`config.mk`:
```
export PLATFORM = sky130hd
export DESIGN_NAME = loadable_up_counter
export DESIGN_NICKNAME = d
export VERILOG_FILES = /design/src/rtl/luc_pkg.sv /design/src/rtl/luc_mode_sel.sv /design/src/rtl/luc_incr.sv /design/src/rtl/luc_carry.sv /design/src/rtl/loadable_up_counter.sv
export SDC_FILE = /design/constraint.sdc
export NUM_CORES = 1
export LEC_CHECK = 0
export ABC_AREA = 1
export BUFFER_PORTS_ARGS = -buffer_cell sky130_fd_sc_hd__clkbuf_2
export CAP_MARGIN = 20
export CORE_MARGIN = 2
export CORE_UTILIZATION = 47
export DETAILED_ROUTE_END_ITERATION = 6
export PLACE_DENSITY_LB_ADDON = 0.12
export RECOVER_POWER = 100
export SYNTH_ARGS = -nofsm -noshare
export SYNTH_HDL_FRONTEND = slang
export SYNTH_HIERARCHICAL = 1
export SYNTH_SLANG_ARGS = --single-unit
```
`constraint.sdc`:
```
create_clock -name clk -period 5.35 [get_ports clk]
set_clock_uncertainty 0.2 [all_clocks]
set_input_delay 0.2675 -clock clk [delete_from_list [all_inputs] [get_ports clk]]
set_output_delay 0.2675 -clock clk [all_outputs]
set_load 0.005 [all_outputs]
```
`src/rtl/luc_pkg.sv`:
```
package luc_pkg;

    // Per-cycle operation chosen for the next register value
    typedef enum logic [1:0] {
        OP_HOLD  = 2'd0,
        OP_COUNT = 2'd1,
        OP_LOAD  = 2'd2
    } luc_op_e;

endpackage

```
`src/rtl/luc_mode_sel.sv`:
```
module luc_mode_sel
    import luc_pkg::*;
(
    input  logic    load,
    input  logic    count_en,
    input  logic    carry_in,
    output luc_op_e op
);

    always_comb begin
        if (load) begin
            op = OP_LOAD;
        end else if (count_en && carry_in) begin
            op = OP_COUNT;
        end else begin
            op = OP_HOLD;
        end
    end

endmodule

```
`src/rtl/luc_incr.sv`:
```
module luc_incr #(
    parameter int WIDTH = 8
) (
    input  logic [0:WIDTH-1] a,
    output logic [0:WIDTH-1] sum
);

    // carry[i] is the carry entering bit i-1; carry[WIDTH] is the +1 injected at the LSB
    logic [1:WIDTH] carry;

    assign carry[WIDTH] = 1'b1;

    genvar gi;
    generate
        for (gi = 0; gi < WIDTH; gi++) begin : g_sum
            assign sum[gi] = a[gi] ^ carry[gi+1];
        end
        for (gi = 1; gi < WIDTH; gi++) begin : g_carry
            assign carry[gi] = a[gi] & carry[gi+1];
        end
    endgenerate

endmodule

```
`src/rtl/luc_carry.sv`:
```
module luc_carry #(
    parameter int WIDTH = 8
) (
    input  logic [0:WIDTH-1] value,
    input  logic             cin,
    output logic             cout
);

    // Propagate chain from the LSB end (index WIDTH-1) toward index 0
    logic [0:WIDTH] prop;

    assign prop[WIDTH] = cin;

    genvar gi;
    generate
        for (gi = 0; gi < WIDTH; gi++) begin : g_prop
            assign prop[gi] = prop[gi+1] & value[gi];
        end
    endgenerate

    assign cout = prop[0];

endmodule

```
`src/rtl/loadable_up_counter.sv`:
```
module loadable_up_counter
    import luc_pkg::*;
#(
    parameter int WIDTH = 8
) (
    input  logic             clk,
    input  logic             rst,
    input  logic             load,
    input  logic             count_en,
    input  logic             carry_in,
    input  logic [0:WIDTH-1] data_in,
    output logic [0:WIDTH-1] count_q,
    output logic [0:WIDTH-1] count_n,
    output logic             carry_out
);

    generate
        if (WIDTH < 2) begin : g_width_check
            $error("loadable_up_counter: WIDTH must be at least 2");
        end
    endgenerate

    luc_op_e          op;
    logic [0:WIDTH-1] state_q;
    logic [0:WIDTH-1] state_d;
    logic [0:WIDTH-1] plus_one;

    luc_mode_sel u_mode (
        .load     (load),
        .count_en (count_en),
        .carry_in (carry_in),
        .op       (op)
    );

    luc_incr #(.WIDTH(WIDTH)) u_incr (
        .a   (state_q),
        .sum (plus_one)
    );

    luc_carry #(.WIDTH(WIDTH)) u_carry (
        .value (state_q),
        .cin   (carry_in),
        .cout  (carry_out)
    );

    // Next value, settled while the clock is low
    always_comb begin
        unique case (op)
            OP_LOAD:  state_d = data_in;
            OP_COUNT: state_d = plus_one;
            OP_HOLD:  state_d = state_q;
            default:  state_d = state_q;
        endcase
    end

    // State register, captured on the rising edge
    always_ff @(posedge clk) begin
        if (rst) begin
            state_q <= '0;
        end else begin
            state_q <= state_d;
        end
    end

    // Outputs
    always_comb begin
        count_q = state_q;
        count_n = ~state_q;
    end

    AST_RESET_CLEARS: assert property (@(posedge clk) disable iff (rst)
        $past(rst) |-> (count_q == '0));

    AST_LOAD_WINS: assert property (@(posedge clk) disable iff (rst)
        (!$past(rst) && $past(load)) |-> (count_q == $past(data_in)));

    AST_COUNT_STEP: assert property (@(posedge clk) disable iff (rst)
        $past(!rst && !load && count_en && carry_in)
        |-> (count_q == WIDTH'($past(count_q) + 1'b1)));

    AST_HOLD_STABLE: assert property (@(posedge clk) disable iff (rst)
        $past(!rst && !load && !(count_en && carry_in)) |-> $stable(count_q));

    AST_WRAP_ZERO: assert property (@(posedge clk) disable iff (rst)
        $past(!rst && !load && count_en && carry_in && (&count_q))
        |-> (count_q == '0));

    AST_CARRY_OUT: assert property (@(posedge clk) disable iff (rst)
        carry_out == (carry_in && ($countones(count_q) == WIDTH)));

endmodule

```
## Yosys cells after proc, flatten, opt, wreduce, memory -nomap -nowiden

Cells that the tools add are included.
Widths: inputs -> output; s select.

| storage, ports and cells | value |
|---|---|
| output and inout port bits | 17 |
| register bits | 8 |

| operators by class | value |
|---|---|
| mux-type cells | 3 |
| bitwise gates (word level) | 23 |
| equal/unequal tests | 2 |
| reduce and logical (&&, ||, !) cells | 2 |

Operator list:

| kind | count |
|---|---|
| $pmux 8 s2 | 1 |
| $and 1x1->1 | 14 |
| $not 8->8 | 1 |
| $xor 1x1->1 | 7 |
| $eq 2x1->1 const B | 1 |
| $eq 2x2->1 const B | 1 |
| $mux 2 | 1 |
| $reduce_bool 2->1 | 1 |
| $logic_and 1x1->1 | 1 |
| $mux 1 | 1 |
| $not 1->1 | 1 |

## Depth between registers and ports, before layout

| logic depth | value |
|---|---|
| depth in word-level cells | 8 |
| mapped depth | 13 |

## Hierarchy

Netlist, hierarchy kept.

By module, submodules not included:

| module | sequential area each (µm²) | instances | area each (µm²) | cells an instance |
|---|---|---|---|---|
| loadable_up_counter | 160.2 | 1 | 464.2 | 79 |
| luc_incr | 0.0 | 1 | 97.6 | 12 |
| luc_carry | 0.0 | 1 | 31.3 | 8 |
| luc_mode_sel | 0.0 | 1 | 17.5 | 3 |

## Worst setup path before layout

OpenSTA, ideal clock, no wires.

| timing | value |
|---|---|
| path kind | register to register |
| start point | reg state_q (netlist bit count_q[7]) |
| end point | reg state_q (netlist bit count_q[0]) |
| slack | 3.326 ns |
| clock period less this slack | 2.024 ns |
| arrival time | 1.707 ns |
| stages on the path, launching flop included | 13 |
| path buffers | 0 |
| cells stage by stage | dfxtp_1 -> ha_1 -> ha_1 -> ha_1 -> ha_1 -> ha_1 -> ha_1 -> nand2_1 -> nand2_1 -> nand2_1 -> nand2_1 -> nor2_1 -> nor2_1 |

| between the ends | value |
|---|---|
| longest elaborated chain between the ends | 8 |

Ends and longest elaborated chain:

| item | line | source |
|---|---|---|
| start, declared | loadable_up_counter.sv:24 | `logic [0:WIDTH-1] state_q;` |
| start signal, assigned | loadable_up_counter.sv:61 | `state_q <= state_d;` |
| $and 1x1->1 (6 in series) | luc_incr.sv:19 | `assign carry[gi] = a[gi] & carry[gi+1];` |
| $xor 1x1->1 | luc_incr.sv:16 | `assign sum[gi] = a[gi] ^ carry[gi+1];` |
| net plus_one, one bit | loadable_up_counter.sv:26 | `logic [0:WIDTH-1] plus_one;` |
| $pmux 8 s2 | loadable_up_counter.sv:48 | `unique case (op)` |

The timed path passes the listed nets, and every way through them passes these cells.
A chain may end at the register's enable or synchronous reset.

## Worst setup path in the final report

Same ends and word-level chain as after synthesis.

==> run_results.csv <==
group,metric,value,unit
power_and_ir_drop,comb_power_share,24.5,%
clocking,numCtsBuffers,3,
clocking,tritoncts,"yes",
setup_path,worst-endpoint-arrival,2.08,ns
cells_and_area,number_of_diodes_added_for_antenna_fixing,0,
clocking,cts_root_buf,"clkbuf_4",
setup_path,cp-end-kind,"flop",
cells_and_area,final_common_cell,"nor2_1",
cells_and_area,post_route_cells_drive_above_1_share,18.5,%
timing,whs,0.133,ns
cells_and_area,layout_common_cells,"nor2_1, nand2_1, inv_1",
synth,synth_top_area_cell,"dfxtp_1",
drt,detail_route.wirelength,1210,um
timing,tightest_slew,0.552,ns
drt,wl_met3,69,um
drt,wirelength_met1,569,um
timing,setup_repair_after_global_routing_missed_its_margin,"false",
timing,hold_violations,0,
clocking,holdBufCountCts,0,
synth,synth-warning-count,6,
cells_and_area,final_nets,152,
setup_path,worstSetupPathType,"reg -> reg",
power_and_ir_drop,clock_share_of_power,29.9,%
clocking,clk_pin_slew,0.06,ns
drt,wl_per_cell,8.38,um
clocking,cts_sinks,8,
die,pin_count,30,
global_routing,antenna_found_initial,0,
die,initial_core_util,52.8,%
setup_path,crit_required,5.30,ns
clocking,clock_insertion_delay_worst_skew,0.25,ns
power_and_ir_drop,intPower,109,uW
timing,post_route_minimum_period,2.14,ns
timing,postLayoutSetupSlackWorst,3.21,ns
die,die_h,40.0,um
drt,first_pass_iters,4,
setup_path,timing.critical_path.fanout_max,6,
die,dieArea,1600,um2
die,fp-row-count,12,
global_routing,grt_util_all_layers,18.8,%
power_and_ir_drop,seq_power_share,45.6,%
timing,setup-tns-final,0,ns
placed_design,hpwl,894,um
clocking,cts_setup_buffers,0,
synth,synthesis.area_per_instance,5.99,um2
die,die_width,40.0,um
synth,postSynthRegisterBits,8,
timing,final.period_utilization,39.9,%
synth,yosys.area.top_type_share,26.2,%
clocking,cts-root-to-sink-buffers,2,
timing,final_max_slew_viol_count,0,
global_routing,grt_pass1_vias,475,
power_and_ir_drop,leakage,0.445,nW
drt,route.vias.total,646,
power_and_ir_drop,switching_share,31.5,%
cells_and_area,areaGrowthSynthToFinish,22.3,%
clocking,cts_resized,0,
drt,highest_signal_layer,"met4",
drt,postRouteAntennaNets,0,
placed_design,buffer_ports.inserted,29,
min_path,hold_path_class,"in -> reg",
timing,max-slew-margin-rel,63.2,%
placed_design,pre_cts_ws,3.23,ns
cells_and_area,area.sequential,160,um2
placed_design,routabilityCongestion,0.692,
cells_and_area,multi_input_comb_area,327,um2
synth,yosysUniqueCellTypes,10,
cells_and_area,largest_register_ffs,8,
drt,post_drt_via_cell_ratio,4.49,
global_routing,grt_first_pass_wirelength,1980,um
die,core_area,1160,um2
power_and_ir_drop,power_per_cell_area,213,nW/um2
synth,post_synth_main_area_contributors,"dfxtp_1, nor2_1, nand2_1",
synth,synth.yosys.seq_area_share,26.2,%
synth,synth_cells,102,
synth,synth_area,611,um2
status,result_of_the_run,"finished, final reports clean",
flow_run,drv.max_cap_violation_count,0,
timing,final_setup_vio_count,0,
drt,detail_route.drc_violations,0,
drt,drt_initial_violations,8,
setup_path,type_of_element_launching_the_critical_path,"flop",
power_and_ir_drop,switching_power,50.2,uW
timing,fmaxAchievable,0.468,GHz
global_routing,grt-ovfl-total,0,
power_and_ir_drop,worst_ir_drop_vdd,0.000110,V
global_routing,pin_count_of_the_biggest_net_entering_global_routing,17,
cells_and_area,nFillCells,127,
synth,synth.net_count,122,
drt,wl_met2,559,um
clocking,ctsHtreeMaxLevel,1,
per-stage QoR:
step           cell area [um2]  utilization, %  std cells  power [mW]
2_1_floorplan              611               -        102      0.0972
3_3_place_gp               736            63.6        141       0.114
3_5_place_dp               736            63.6        141       0.114
4_1_cts                    758            65.6        144       0.163
5_1_grt                    747            64.6        144       0.174
6_report                   747            64.6        144       0.159
area by class of cell:
| class | count | area share [%] |
|---|---|---|
| Inverter | 23 | 11.6 |
| Multi-Input combinational cell | 67 | 43.7 |
| Timing Repair Buffer | 29 | 17.9 |
| Tap cell | 14 | 2.35 |
| Clock buffer | 3 | 3.02 |
| Sequential cell | 8 | 21.4 |
per-layer routing:
layer	up-vias	track usage (%)
met5	-	0
met4	0	12.9
met3	2	5.00
met2	15	27.8
met1	276	23.3
li1	353	-
worst max-delay path, cell delays in order (launching register included):
cell	delay (ns)
dfxtp_1	0.36
ha_1	0.22
ha_1	0.18
ha_1	0.18
ha_1	0.18
ha_1	0.18
ha_1	0.18
nand2_1	0.07
nand2_1	0.05
nand2_1	0.06
nand2_1	0.06
nor2_1	0.09
nor2_1	0.04
path summary, 6_finish.rpt:
check / startpoint / endpoint / slack [ns] / cells after the start
max: count_q[7]$_SDFFE_PP0P_ / count_q[0]$_SDFFE_PP0P_ / 3.21 / 12
min: data_in[4] / count_q[4]$_SDFFE_PP0P_ / 0.13 / 5
max reg2reg: count_q[7]$_SDFFE_PP0P_ / count_q[0]$_SDFFE_PP0P_ / 3.21 / 12
min reg2reg: count_q[6]$_SDFFE_PP0P_ / count_q[6]$_SDFFE_PP0P_ / 0.40 / 2
cells in the mapped netlist:
master	number
nor2_2	1
dfxtp_1	8
ha_1	7
o21ai_0	8
inv_1	23
buf_6	2
buf_4	2
nand3_1	1
nor2_1	26
nand2_1	24
cells by family (layout without fill, tap and decap cells):
group / Yosys count / after routing / synth area share (%)
and+or+nand+nor: 52 / 52 / 32.6
buffers and inverters: 27 / 55 / 20.3
AOI/OAI and AO/OA: 8 / 8 / 6.56
DFF: 8 / 8 / 26.2
adders and majority gates: 7 / 7 / 14.3
power by group through the flow:
stage          Sequential (mW)  Combinational (mW)  Clock, mW
4_1_cts                 0.0726              0.0409     0.0497
3_3_place_gp            0.0736              0.0403          0
6_report                0.0726              0.0391     0.0477
5_1_grt                 0.0735              0.0464     0.0544
3_5_place_dp            0.0739              0.0405          0
2_1_floorplan           0.0731              0.0241          0
No activity file was read; power rests on OpenSTA's default activity.
